<file path="src/rtl/dbs_pkg.sv">
package dbs_pkg;

    typedef enum logic [1:0] {
        CMD_NOP = 2'd0,
        CMD_ACT = 2'd1,
        CMD_PRE = 2'd2,
        CMD_RD  = 2'd3
    } dbs_cmd_e;

    typedef enum logic [1:0] {
        KIND_HIT   = 2'd0,
        KIND_EMPTY = 2'd1,
        KIND_MISS  = 2'd2
    } dbs_kind_e;

    typedef enum logic [1:0] {
        ST_IDLE = 2'd0,
        ST_WAIT = 2'd1,
        ST_HOLD = 2'd2,
        ST_DATA = 2'd3
    } dbs_state_e;

    // A programmed delay of zero is served as one cycle.
    function automatic logic [31:0] floor_one(input logic [31:0] v);
        return (v == 32'd0) ? 32'd1 : v;
    endfunction

endpackage

</file>
<file path="src/rtl/dbs_countdown.sv">
module dbs_countdown #(
    parameter int W = 6
) (
    input  logic         clk,
    input  logic         rst,
    input  logic         load,
    input  logic [W-1:0] load_val,
    output logic         is_zero
);
    logic [W-1:0] cnt_q;

    always_ff @(posedge clk) begin
        if (rst) begin
            cnt_q <= '0;
        end else if (load) begin
            cnt_q <= load_val;
        end else if (cnt_q != '0) begin
            cnt_q <= cnt_q - W'(1);
        end
    end

    assign is_zero = (cnt_q == '0);
endmodule

</file>
<file path="src/rtl/dbs_row_track.sv">
module dbs_row_track
    import dbs_pkg::*;
#(
    parameter int ROW_W = 14
) (
    input  logic             clk,
    input  logic             rst,
    input  logic             open_set,
    input  logic             open_clr,
    input  logic [ROW_W-1:0] set_row,
    input  logic [ROW_W-1:0] probe_row,
    output logic [ROW_W-1:0] open_row,
    output dbs_kind_e        kind
);
    logic             open_q;
    logic [ROW_W-1:0] row_q;

    always_ff @(posedge clk) begin
        if (rst) begin
            open_q <= 1'b0;
            row_q  <= '0;
        end else if (open_set) begin
            open_q <= 1'b1;
            row_q  <= set_row;
        end else if (open_clr) begin
            open_q <= 1'b0;
        end
    end

    always_comb begin
        if (!open_q)                 kind = KIND_EMPTY;
        else if (row_q == probe_row) kind = KIND_HIT;
        else                         kind = KIND_MISS;
    end

    assign open_row = row_q;
endmodule

</file>
<file path="src/rtl/dram_bank_seq.sv">
module dram_bank_seq
    import dbs_pkg::*;
#(
    parameter int ROW_W  = 14,
    parameter int COL_W  = 10,
    parameter int TAG_W  = 4,
    parameter int TW     = 6,
    parameter int ADDR_W = (ROW_W > COL_W) ? ROW_W : COL_W
) (
    input  logic              clk,
    input  logic              rst,
    input  logic              req_valid,
    output logic              req_ready,
    input  logic [ROW_W-1:0]  req_row,
    input  logic [COL_W-1:0]  req_col,
    input  logic [TAG_W-1:0]  req_tag,
    input  logic [TW-1:0]     cfg_cl,
    input  logic [TW-1:0]     cfg_trcd,
    input  logic [TW-1:0]     cfg_trp,
    input  logic [TW-1:0]     cfg_tras,
    input  logic              cfg_cmd2t,
    output logic [1:0]        cmd_o,
    output logic [ADDR_W-1:0] cmd_addr,
    output logic              rd_valid,
    output logic [TAG_W-1:0]  rd_tag
);
    dbs_state_e        state_q, state_d;
    dbs_cmd_e          cmd_q, cmd_d, nxt_cmd, fin_cmd;
    dbs_kind_e         kind;
    logic [ADDR_W-1:0] addr_q, addr_d;
    logic              dv_q, dv_d;

    logic [ROW_W-1:0]  lat_row_q, pre_row_q, open_row;
    logic [COL_W-1:0]  lat_col_q;
    logic [TAG_W-1:0]  lat_tag_q, rd_tag_q;
    logic [TW-1:0]     lat_cl_q, lat_rcd_q, lat_rp_q, lat_ras_q;
    logic              lat_2t_q, pend_pre_q, pend_act_q;

    logic              accept, can_go, issue, fin;
    logic              gap_load, gap_zero, ras_load, ras_zero;
    logic [TW-1:0]     gap_val, fin_gap;

    assign req_ready = (state_q == ST_IDLE);
    assign accept    = req_valid && req_ready;

    // Command the pending chain needs next: close, then open, then read.
    always_comb begin
        if (pend_pre_q)      nxt_cmd = CMD_PRE;
        else if (pend_act_q) nxt_cmd = CMD_ACT;
        else                 nxt_cmd = CMD_RD;
    end

    assign can_go = gap_zero && (!pend_pre_q || ras_zero);
    assign issue  = (state_q == ST_WAIT) && can_go;

    // A command step ends on its last driven cycle's preceding edge.
    assign fin     = (issue && !lat_2t_q) || (state_q == ST_HOLD);
    assign fin_cmd = (state_q == ST_HOLD) ? cmd_q : nxt_cmd;

    always_comb begin
        unique case (fin_cmd)
            CMD_PRE: fin_gap = lat_rp_q;
            CMD_ACT: fin_gap = lat_rcd_q;
            default: fin_gap = lat_cl_q;
        endcase
    end

    always_comb begin
        state_d  = state_q;
        cmd_d    = CMD_NOP;
        addr_d   = '0;
        dv_d     = 1'b0;
        gap_load = 1'b0;
        gap_val  = '0;
        ras_load = 1'b0;

        unique case (state_q)
            ST_IDLE: begin
                if (accept) begin
                    state_d  = ST_WAIT;
                    gap_load = 1'b1;
                end
            end
            ST_WAIT: begin
                if (issue) begin
                    cmd_d = nxt_cmd;
                    unique case (nxt_cmd)
                        CMD_PRE: addr_d = ADDR_W'(pre_row_q);
                        CMD_ACT: addr_d = ADDR_W'(lat_row_q);
                        default: addr_d = ADDR_W'(lat_col_q);
                    endcase
                    if (lat_2t_q) state_d = ST_HOLD;
                end
            end
            ST_HOLD: begin
                cmd_d  = cmd_q;
                addr_d = addr_q;
            end
            ST_DATA: begin
                if (gap_zero) begin
                    dv_d    = 1'b1;
                    state_d = ST_IDLE;
                end
            end
            default: state_d = ST_IDLE;
        endcase

        if (fin) begin
            gap_load = 1'b1;
            gap_val  = fin_gap - TW'(1);
            ras_load = (fin_cmd == CMD_ACT);
            state_d  = (fin_cmd == CMD_RD) ? ST_DATA : ST_WAIT;
        end
    end

    always_ff @(posedge clk) begin
        if (rst) begin
            state_q    <= ST_IDLE;
            cmd_q      <= CMD_NOP;
            addr_q     <= '0;
            dv_q       <= 1'b0;
            rd_tag_q   <= '0;
            lat_row_q  <= '0;
            pre_row_q  <= '0;
            lat_col_q  <= '0;
            lat_tag_q  <= '0;
            lat_cl_q   <= TW'(1);
            lat_rcd_q  <= TW'(1);
            lat_rp_q   <= TW'(1);
            lat_ras_q  <= TW'(1);
            lat_2t_q   <= 1'b0;
            pend_pre_q <= 1'b0;
            pend_act_q <= 1'b0;
        end else begin
            state_q <= state_d;
            cmd_q   <= cmd_d;
            addr_q  <= addr_d;
            dv_q    <= dv_d;
            if (dv_d) rd_tag_q <= lat_tag_q;
            if (accept) begin
                lat_row_q  <= req_row;
                pre_row_q  <= open_row;
                lat_col_q  <= req_col;
                lat_tag_q  <= req_tag;
                lat_cl_q   <= TW'(floor_one(32'(cfg_cl)));
                lat_rcd_q  <= TW'(floor_one(32'(cfg_trcd)));
                lat_rp_q   <= TW'(floor_one(32'(cfg_trp)));
                lat_ras_q  <= TW'(floor_one(32'(cfg_tras)));
                lat_2t_q   <= cfg_cmd2t;
                pend_pre_q <= (kind == KIND_MISS);
                pend_act_q <= (kind != KIND_HIT);
            end else if (issue) begin
                if (nxt_cmd == CMD_PRE)      pend_pre_q <= 1'b0;
                else if (nxt_cmd == CMD_ACT) pend_act_q <= 1'b0;
            end
        end
    end

    dbs_row_track #(.ROW_W(ROW_W)) track_i (
        .clk       (clk),
        .rst       (rst),
        .open_set  (issue && (nxt_cmd == CMD_ACT)),
        .open_clr  (issue && (nxt_cmd == CMD_PRE)),
        .set_row   (lat_row_q),
        .probe_row (req_row),
        .open_row  (open_row),
        .kind      (kind)
    );

    // Step spacing and read-to-data delay share one counter.
    dbs_countdown #(.W(TW)) gap_i (
        .clk      (clk),
        .rst      (rst),
        .load     (gap_load),
        .load_val (gap_val),
        .is_zero  (gap_zero)
    );

    // Minimum open time of the current row before it may be closed.
    dbs_countdown #(.W(TW)) ras_i (
        .clk      (clk),
        .rst      (rst),
        .load     (ras_load),
        .load_val (lat_ras_q - TW'(1)),
        .is_zero  (ras_zero)
    );

    assign cmd_o    = cmd_q;
    assign cmd_addr = addr_q;
    assign rd_valid = dv_q;
    assign rd_tag   = rd_tag_q;
endmodule

</file>
<file path="config.mk">
export PLATFORM = sky130hd
export DESIGN_NAME = dram_bank_seq
export DESIGN_NICKNAME = d
export VERILOG_FILES = /design/src/rtl/dbs_pkg.sv /design/src/rtl/dbs_countdown.sv /design/src/rtl/dbs_row_track.sv /design/src/rtl/dram_bank_seq.sv
export SDC_FILE = /design/constraint.sdc
export NUM_CORES = 1
export LEC_CHECK = 0
export BUFFER_PORTS_ARGS = -buffer_cell sky130_fd_sc_hd__buf_2
export CELL_PAD_IN_SITES_DETAIL_PLACEMENT = 0
export CELL_PAD_IN_SITES_GLOBAL_PLACEMENT = 2
export CORE_ASPECT_RATIO = 1.1
export CORE_MARGIN = 2
export CORE_UTILIZATION = 35
export CTS_CLUSTER_DIAMETER = 60
export DETAILED_ROUTE_END_ITERATION = 8
export GPL_TIMING_DRIVEN = 0
export PLACE_DENSITY = 0.85
export SYNTH_ARGS = -nofsm -noshare
export SYNTH_HDL_FRONTEND = slang
export SYNTH_SLANG_ARGS = --single-unit
</file>
<file path="constraint.sdc">
create_clock -name clk -period 4.8 [get_ports clk]
set_input_delay 0.48 -clock clk [delete_from_list [all_inputs] [get_ports clk]]
set_output_delay 0.48 -clock clk [all_outputs]
set_load 0.02 [all_outputs]
</file>
==> impl_metrics.toml, run 1 <==
[critical_path]
arrival_ps = 3920
path_cells = "clkbuf_1 -> buf_1 -> nand3_1 -> o21a_1 -> inv_1 -> ha_1 -> clkbuf_1 -> o211ai_1 -> buf_2 -> mux2i_1 -> ha_1 -> nand2_1 -> xnor2_1 -> nand3_1 -> a21oi_1"
setup.worst_path.start = "pend_act_q$_SDFFE_PP0P_"
path_buf_inv = 5
crit_path_max_incr_delay_ps = 610
critPathRequiredTime_ps = 5140
slowest_stage = "buf_1"
crit_family = "buffers and inverters"
r2r_start = "pend_act_q$_SDFFE_PP0P_"
cp_max_fo = 10
reg2reg_slack_ps = 1220
start_kind = "flop"
crit_type = "flop to flop"
crit_path_end_kind = "flop"

[yosys]
synth-edff-count = 0
ys_ff_latch = 119
synth.avg_cell_area_um2 = 7.908
dominantRegCellSynth = "dfxtp_1"
synth_nets = 718
yosys_warnings = 0
syn_area_um2 = 5187
synth_seq_area_share = 0.4592
synth.distinct_cells = 52
synthXorXnorAreaFrac = 0.03883
synthMuxAreaShare = 0.03087
async_reset_ff_frac = 0
synth_cells = 656
synth_compound_area_frac = 0.1751
synthSimpleGateAreaFrac = 0.2364
synth_top_family_by_area = "simple AND/OR/NAND/NOR gates"
synthAdderAreaFrac = 0.01447

[timing]
hold_ws_ps = 295.8
skew_ps = 8.483
final.min_clock_period_ps = 3578
rsz0062_at_grt = "no"
tns_ps = 0
setup_viol = 0
drv_slew = 0
fmax_mhz = 279.5
post-route-period-util = 0.7454
hold_viol_final = 0
tightest_slew_ps = 738.3
relSlewSlack = 0.5060

[clock_network]
clk_path_buf_depth = 2
root_buffer = "clkbuf_16"
post_cts_buffers = 0
numClockSinks = 119
cts_tree = "built"
clk_pin_slew_ps = 50
post_cts_resized = 0
clock_latency_ps = 420
h-tree-depth = 4
cts_made_buffers = 17
postCtsHoldBufs = 0

[global_routing]
grt_overflow = 0
grt_start_max_net_pins = 17
grt_first_pass_wirelength_um = 24580
grt_pass1_vias = 4774
antenna_found_initial = 0
grt_usage = 0.2016

[drt]
drt_iter0_drc = 283
antenna_left = 0
dr.pass1.iters = 7
wirelength_um = 15570
post-route-drc-count = 0
vias_per_cell = 5.040
route.vias.total = 4818
wl_per_cell_um = 16.28

[die]
ios = 78
dieHeight_um = 131.7
dieArea_um2 = 15810
initial_core_util = 0.3591
core_um2 = 14450
num_rows = 46
die_w_um = 120.1

[cells_and_area]
syn2layout_area_growth_pct = 22.89
multi_input_area_um2 = 2571
layout_commonest_cell = "nand2_1"
antennaDiodeCount = 0
register_area_um2 = 2382
final_cell_mix = "nand2_1, dfxtp_1, a21oi_1"
layout-drive-gt1-share = 0.1597
nNetsFinal = 813
fill_cells = 1468

[place]
gp_congestion = 0.8333
port_buffers = 76
hpwl_um = 11470

[worst_hold_path]
hp-start = "req_col[5]"
min_path_type = "input port to flop"

[pwr]
fin_total_pwr_uw = 3447
power_density_nw_per_um2 = 540.7
ir_worst_vdd_uv = 246.7
leakagePower_uw = 0.002523

[run_status]
status = "finished clean"

[run]
max_cap_viol_count = 0
-- cell families after synthesis --
kind of cell             Yosys count
AO/OA/AOI/OAI                    157
XOR/XNOR                          23
adder cells (fa/ha/maj)            6
buffers and inverters             53
flip-flops                       119
multiplexers                      16
AND/OR/NAND/NOR                  282
-- flip-flops by register name, indices dropped and copies added (netlist names), 2 cells and up --
register          flops
lat_ras_q             6
lat_rcd_q             6
lat_rp_q              6
cmd_addr             14
lat_cl_q              6
state_q               2
track_i.open_row     14
ras_i.cnt_q           6
lat_row_q            14
pre_row_q            14
cmd_o                 2
lat_tag_q             4
lat_col_q            10
gap_i.cnt_q           6
rd_tag                4
-- through the flow --
step                utilization  std cells  area (um^2)  setup WS [ps]
floorplan                     -        656         5187           2002
global placement         0.4020        924         5808           1279
detailed placement       0.4020        924         5808           1224
CTS                      0.4413        956         6375           1199
global route             0.4413        956         6375          922.6
finish                   0.4413        956         6375           1222
-- layer usage --
layer  routed length [um]  track usage
met5                    0            0
met3                  728      0.04557
met2                 7891       0.3580
met1                 6626       0.2327
met4                  320      0.07712
-- worst paths after layout --
path                                               endpoint  depth (start not counted)
worst max-delay path            ras_i.cnt_q[4]$_SDFFE_PP0P_                         15
worst min-delay path              lat_col_q[5]$_SDFFE_PP0P_                          3
worst max register to register  ras_i.cnt_q[4]$_SDFFE_PP0P_                         15
worst min register to register   lat_row_q[13]$_SDFFE_PP0P_                          2
-- area by class of cell --
| type | instances | area share |
|---|---|---|
| sequential | 119 | 0.3737 |
| clock inverter | 10 | 0.01609 |
| inverter | 9 | 0.005299 |
| tap | 192 | 0.03768 |
| timing repair buffer | 76 | 0.05967 |
| buffer | 44 | 0.03140 |
| clock buffer | 22 | 0.07282 |
| multi-input combinational | 484 | 0.4033 |
-- synth_stat cells (2+ instances only) --
cell	n	area, um^2
a211oi_1	2	15.01
a21oi_1	90	450.4
a221oi_1	4	35.03
a22oi_1	12	90.09
a31oi_1	6	37.54
buf_4	3	22.52
buf_6	3	33.78
clkbuf_1	36	135.1
dfxtp_1	119	2382
ha_1	6	75.07
inv_1	9	33.78
mux2i_1	16	160.2
nand2_1	192	720.7
nand2b_1	4	25.02
nand3_1	10	50.05
nor2_1	35	131.4
nor2b_1	4	25.02
nor3_1	3	15.01
nor3_2	2	20.02
nor3b_1	2	15.01
nor4_1	4	25.02
o211ai_1	5	37.54
o21a_1	2	15.01
o21ai_0	21	105.1
o31ai_1	5	37.54
or2_1	2	12.51
or2_2	3	18.77
or3_1	4	25.02
or4_1	8	60.06
xnor2_1	7	61.31
xor2_1	16	140.1
-- where the power goes --
part / internal [uW] / total [uW] / switching (uW)
combinational: 395 / 1030 / 634
sequential: 1100 / 1190 / 89.6
clock: 783 / 1220 / 440
total: 2280 / 3450 / 1160
-- worst reg2reg max path, stage by stage (launching register included) --
cell	delay, ps
dfxtp_1	300
clkbuf_1	310
buf_1	610
nand3_1	150
o21a_1	200
inv_1	70
ha_1	130
clkbuf_1	350
o211ai_1	190
buf_2	230
mux2i_1	170
ha_1	260
nand2_1	100
xnor2_1	180
nand3_1	100
a21oi_1	160
Power figures use the tool's default switching activity.
==> run 2, diff against run 1 <==
- CORE_UTILIZATION: 35 -> 33
- PLACE_DENSITY: 0.85 -> 0.81
- clock period: 4.8 -> 3.3 ns (I/O delays scaled with it)
==> impl_metrics.toml, run 2 (synthesis results as in run 1) <==
[run_status]
status = "finished clean"

[pwr]
leakagePower_uw = 0.002504
ir_worst_vdd_uv = 368.3
power_density_nw_per_um2 = 777.3
fin_total_pwr_uw = 4943

[global_routing]
grt_usage = 0.1972
grt_start_max_net_pins = 17
antenna_found_initial = 0
grt_pass1_vias = 4582
grt_first_pass_wirelength_um = 24320
grt_overflow = 0

[die]
dieArea_um2 = 16740
num_rows = 48
dieHeight_um = 135.5
ios = 78
core_um2 = 15550
initial_core_util = 0.3335
die_w_um = 123.5

[place]
port_buffers = 76
hpwl_um = 11930
gp_congestion = 0.8836

[timing]
skew_ps = 8.299
rsz0062_at_grt = "no"
fmax_mhz = 330.4
final.min_clock_period_ps = 3027
post-route-period-util = 0.9171
relSlewSlack = 0.4992
hold_ws_ps = 157.7
setup_viol = 0
tightest_slew_ps = 751.2
drv_slew = 0
hold_viol_final = 0

[drt]
dr.pass1.iters = 4
drt_iter0_drc = 252
post-route-drc-count = 0
route.vias.total = 4763
wirelength_um = 15920
antenna_left = 0
wl_per_cell_um = 16.64
vias_per_cell = 4.977

[cells_and_area]
layout_commonest_cell = "nand2_1"
final_cell_mix = "nand2_1, dfxtp_1, a21oi_1"
antennaDiodeCount = 0
syn2layout_area_growth_pct = 22.60
layout-drive-gt1-share = 0.1598
nNetsFinal = 811

[clock_network]
cts_made_buffers = 17
post_cts_buffers = 0
clk_path_buf_depth = 2
h-tree-depth = 4
root_buffer = "clkbuf_16"
clock_latency_ps = 420
cts_tree = "built"
numClockSinks = 119
clk_pin_slew_ps = 50

[critical_path]
critPathRequiredTime_ps = 3580
arrival_ps = 3310
crit_type = "flop to flop"
cp_max_fo = 10
crit_path_end_kind = "flop"
start_kind = "flop"

[worst_hold_path]
min_path_type = "input port to flop"

[run]
max_cap_viol_count = 0
run 2: timing repair:
action	in CTS	in global routing
setup endpoints to repair	6	3
gates resized for setup	2	4
hold buffers	0	0
endpoints found under the hold margin	0	0
run 2: final cells by class:
cell class	count	area [um^2]
multi-input cells	484	2581
flip-flops and latches	119	2382
repair buffers	76	380.4
well taps	200	250.2
inverters	9	33.78
fillers	1620	9195
plain buffers	42	196.4
clock inverters	4	47.55
clock buffers	23	488.0
run 2: worst max-delay path, stage by stage, from the launching register on:
cell,delay (ps)
dfxtp_1,300
clkbuf_1,320
clkbuf_4,350
nand3_1,90
o21a_1,160
ha_1,330
clkbuf_1,320
nor2b_1,230
nor2_1,70
or3_1,400
o2111ai_1,220
o211ai_1,110
run 2: routing by layer:
layer | wire [um] | global-route usage
met1 | 6963 | 0.2368
met2 | 8101 | 0.3449
met3 | 640 | 0.04840
met4 | 219 | 0.05871
met5 | 0 | 0
run 2: final timing paths:
path                                            startpoint                           to  slack [ps]  depth (start not counted)
worst max-delay path               pend_act_q$_SDFFE_PP0P_  gap_i.cnt_q[5]$_SDFFE_PP0P_         270                         11
worst min-delay path                            req_col[8]    lat_col_q[8]$_SDFFE_PP0P_         160                          3
worst max register to register     pend_act_q$_SDFFE_PP0P_  gap_i.cnt_q[5]$_SDFFE_PP0P_         270                         11
worst min register to register  lat_row_q[10]$_SDFFE_PP0P_   lat_row_q[10]$_SDFFE_PP0P_         460                          2
run 2: stage by stage:
step | instances | area (um^2) | util | setup TNS, ps | worst slack, ps
6_report | 957 | 6360 | 0.4089 | 0 | 273.5
2_1_floorplan | 656 | 5187 | - | 0 | 502.4
5_1_grt | 957 | 6360 | 0.4089 | 0 | 43.85
3_5_place_dp | 932 | 5818 | 0.3740 | -511.0 | -285.7
4_1_cts | 958 | 6354 | 0.4085 | 0 | 93.63
3_3_place_gp | 932 | 5818 | 0.3740 | -423.4 | -252.8
run 2: report_power, final:
part,internal (uW),switching [uW]
registers,1610,136
logic,582,918
clock network,1090,612
==> run 3, diff against run 2 <==
- CELL_PAD_IN_SITES_GLOBAL_PLACEMENT: 2 -> 1
- CORE_UTILIZATION: 33 -> 42
- PLACE_DENSITY: 0.81 -> 0.82
==> impl_metrics.toml, run 3 (synthesis results as in run 1) <==
[global_routing]
grt_start_max_net_pins = 17
antenna_found_initial = 0
grt_pass1_vias = 4744
grt_usage = 0.2475
grt_first_pass_wirelength_um = 24650
grt_overflow = 0

[cells_and_area]
fill_cells = 1165
final_cell_mix = "nand2_1, dfxtp_1, a21oi_1"
final_core_util = 0.5287
layout_commonest_cell = "nand2_1"
final_cells = 915
antennaDiodeCount = 0
nNetsFinal = 810
syn2layout_area_growth_pct = 22.65
layout-drive-gt1-share = 0.1682

[timing]
drv_slew = 0
hold_ws_ps = 153.7
final.min_clock_period_ps = 3079
rsz0062_at_grt = "no"
post-route-period-util = 0.9330
fmax_mhz = 324.8
tightest_slew_ps = 778.2
tns_ps = 0
hold_viol_final = 0
setup_viol = 0
skew_ps = 8.481
relSlewSlack = 0.4812

[drt]
route.vias.total = 4950
vias_per_cell = 5.410
wl_per_cell_um = 16.89
antenna_left = 0
wirelength_um = 15450
post-route-drc-count = 0
dr.pass1.iters = 5
drt_iter0_drc = 361

[clock_network]
root_buffer = "clkbuf_16"
cts_made_buffers = 17
h-tree-depth = 4
clk_pin_slew_ps = 60
post_cts_buffers = 0
clock_latency_ps = 420
clk_path_buf_depth = 2
postCtsHoldBufs = 0
numClockSinks = 119
cts_tree = "built"

[place]
dp.cells = 886
hpwl_um = 11020
gp_congestion = 0.9418
port_buffers = 76

[die]
core_um2 = 12030
num_rows = 42
dieArea_um2 = 13260
die_w_um = 110.0
initial_core_util = 0.4311
ios = 78
dieHeight_um = 120.6

[critical_path]
ff2ff_path_depth = 11
critPathRequiredTime_ps = 3590
reg2reg_slack_ps = 220
timing.rr.end = "gap_i.cnt_q[5]$_SDFFE_PP0P_"
cp_max_fo = 10
r2r_start = "pend_act_q$_SDFFE_PP0P_"
start_kind = "flop"
arrival_ps = 3360
crit_path_end_kind = "flop"
crit_type = "flop to flop"

[worst_hold_path]
min_path_type = "input port to flop"
hold_path_depth = 3
hp-start = "cfg_cmd2t"
min_to = "lat_2t_q$_SDFFE_PP0P_"

[pwr]
power_density_nw_per_um2 = 802.5
leakagePower_uw = 0.002530
ir_worst_vdd_uv = 366.6

[run]
max_cap_viol_count = 0

[run_status]
status = "finished clean"
## run 3: changes by cell type in the layout (fill, tap and decap cells not counted), sizes merged
cell,before,now
bufinv,1,2
clkbuf,58,53
inv,9,11
clkinvlp,1,2
clkinv,2,7
## run 3: repair_timing
item | 4_1_cts | 5_1_grt
gates cloned | 0 | 0
endpoints found under the setup margin | 5 | 5
gates resized for setup | 2 | 4
## run 3: how the worst max path moves through the flow
stage                       startpoint                          end  slack, ps  cells past startpoint
2_1_floorplan  pend_act_q$_SDFFE_PP0P_  ras_i.cnt_q[4]$_SDFFE_PP0P_        500                     15
3_3_place_gp   pend_act_q$_SDFFE_PP0P_  ras_i.cnt_q[4]$_SDFFE_PP0P_       -170                     15
3_5_place_dp   pend_act_q$_SDFFE_PP0P_  ras_i.cnt_q[4]$_SDFFE_PP0P_       -210                     15
4_1_cts        pend_act_q$_SDFFE_PP0P_  ras_i.cnt_q[4]$_SDFFE_PP0P_         60                     15
5_1_grt        pend_act_q$_SDFFE_PP0P_  gap_i.cnt_q[5]$_SDFFE_PP0P_          8                     11
6_report       pend_act_q$_SDFFE_PP0P_  gap_i.cnt_q[5]$_SDFFE_PP0P_        220                     11
## run 3: through the flow
stage | instance area (um^2) | setup slack, ps | power, uW
4_1_cts | 6364 | 62.35 | 5106
3_3_place_gp | 5761 | -172.6 | 3206
5_1_grt | 6362 | 8.286 | 5393
2_1_floorplan | 5187 | 502.4 | 2824
6_report | 6362 | 221.1 | 5106
3_5_place_dp | 5761 | -211.2 | 3247
## run 3: cell type report
cell class | instances | area, um^2 | area share
Buffer | 41 | 192.7 | 0.03029
Clock buffer | 19 | 452.9 | 0.07119
Clock inverter | 13 | 146.4 | 0.02301
Inverter | 9 | 33.78 | 0.005310
Multi-Input combinational cell | 484 | 2581 | 0.4057
Sequential cell | 119 | 2382 | 0.3744
Tap cell | 154 | 192.7 | 0.03029
Timing Repair Buffer | 76 | 380.4 | 0.05978
## run 3: layer usage
| metal | vias to the layer above | track usage | part of all wire | wire [um] |
|---|---|---|---|---|
| li1 | 2423 | - | - | - |
| met1 | 2328 | 0.3171 | 0.44 | 6744 |
| met2 | 176 | 0.4064 | 0.48 | 7462 |
| met3 | 23 | 0.05876 | 0.064 | 985 |
| met4 | 0 | 0.08070 | 0.017 | 259 |
| met5 | - | 0 | 0 | 0 |
## run 3: critical path, stage by stage (launching register included)
cell and delay [ps]:
dfxtp_1 300, clkbuf_1 310, clkbuf_4 360, nand3_1 100, o21a_1 150, ha_1 320, clkbuf_1 220, a221oi_1 330
o22ai_1 160, or3_1 370, o2111ai_1 210, o211ai_1 110
## run 3: report_power, final
part	internal, uW	switching [uW]
Sequential	1610	140
Combinational	580	928
Clock	1160	695
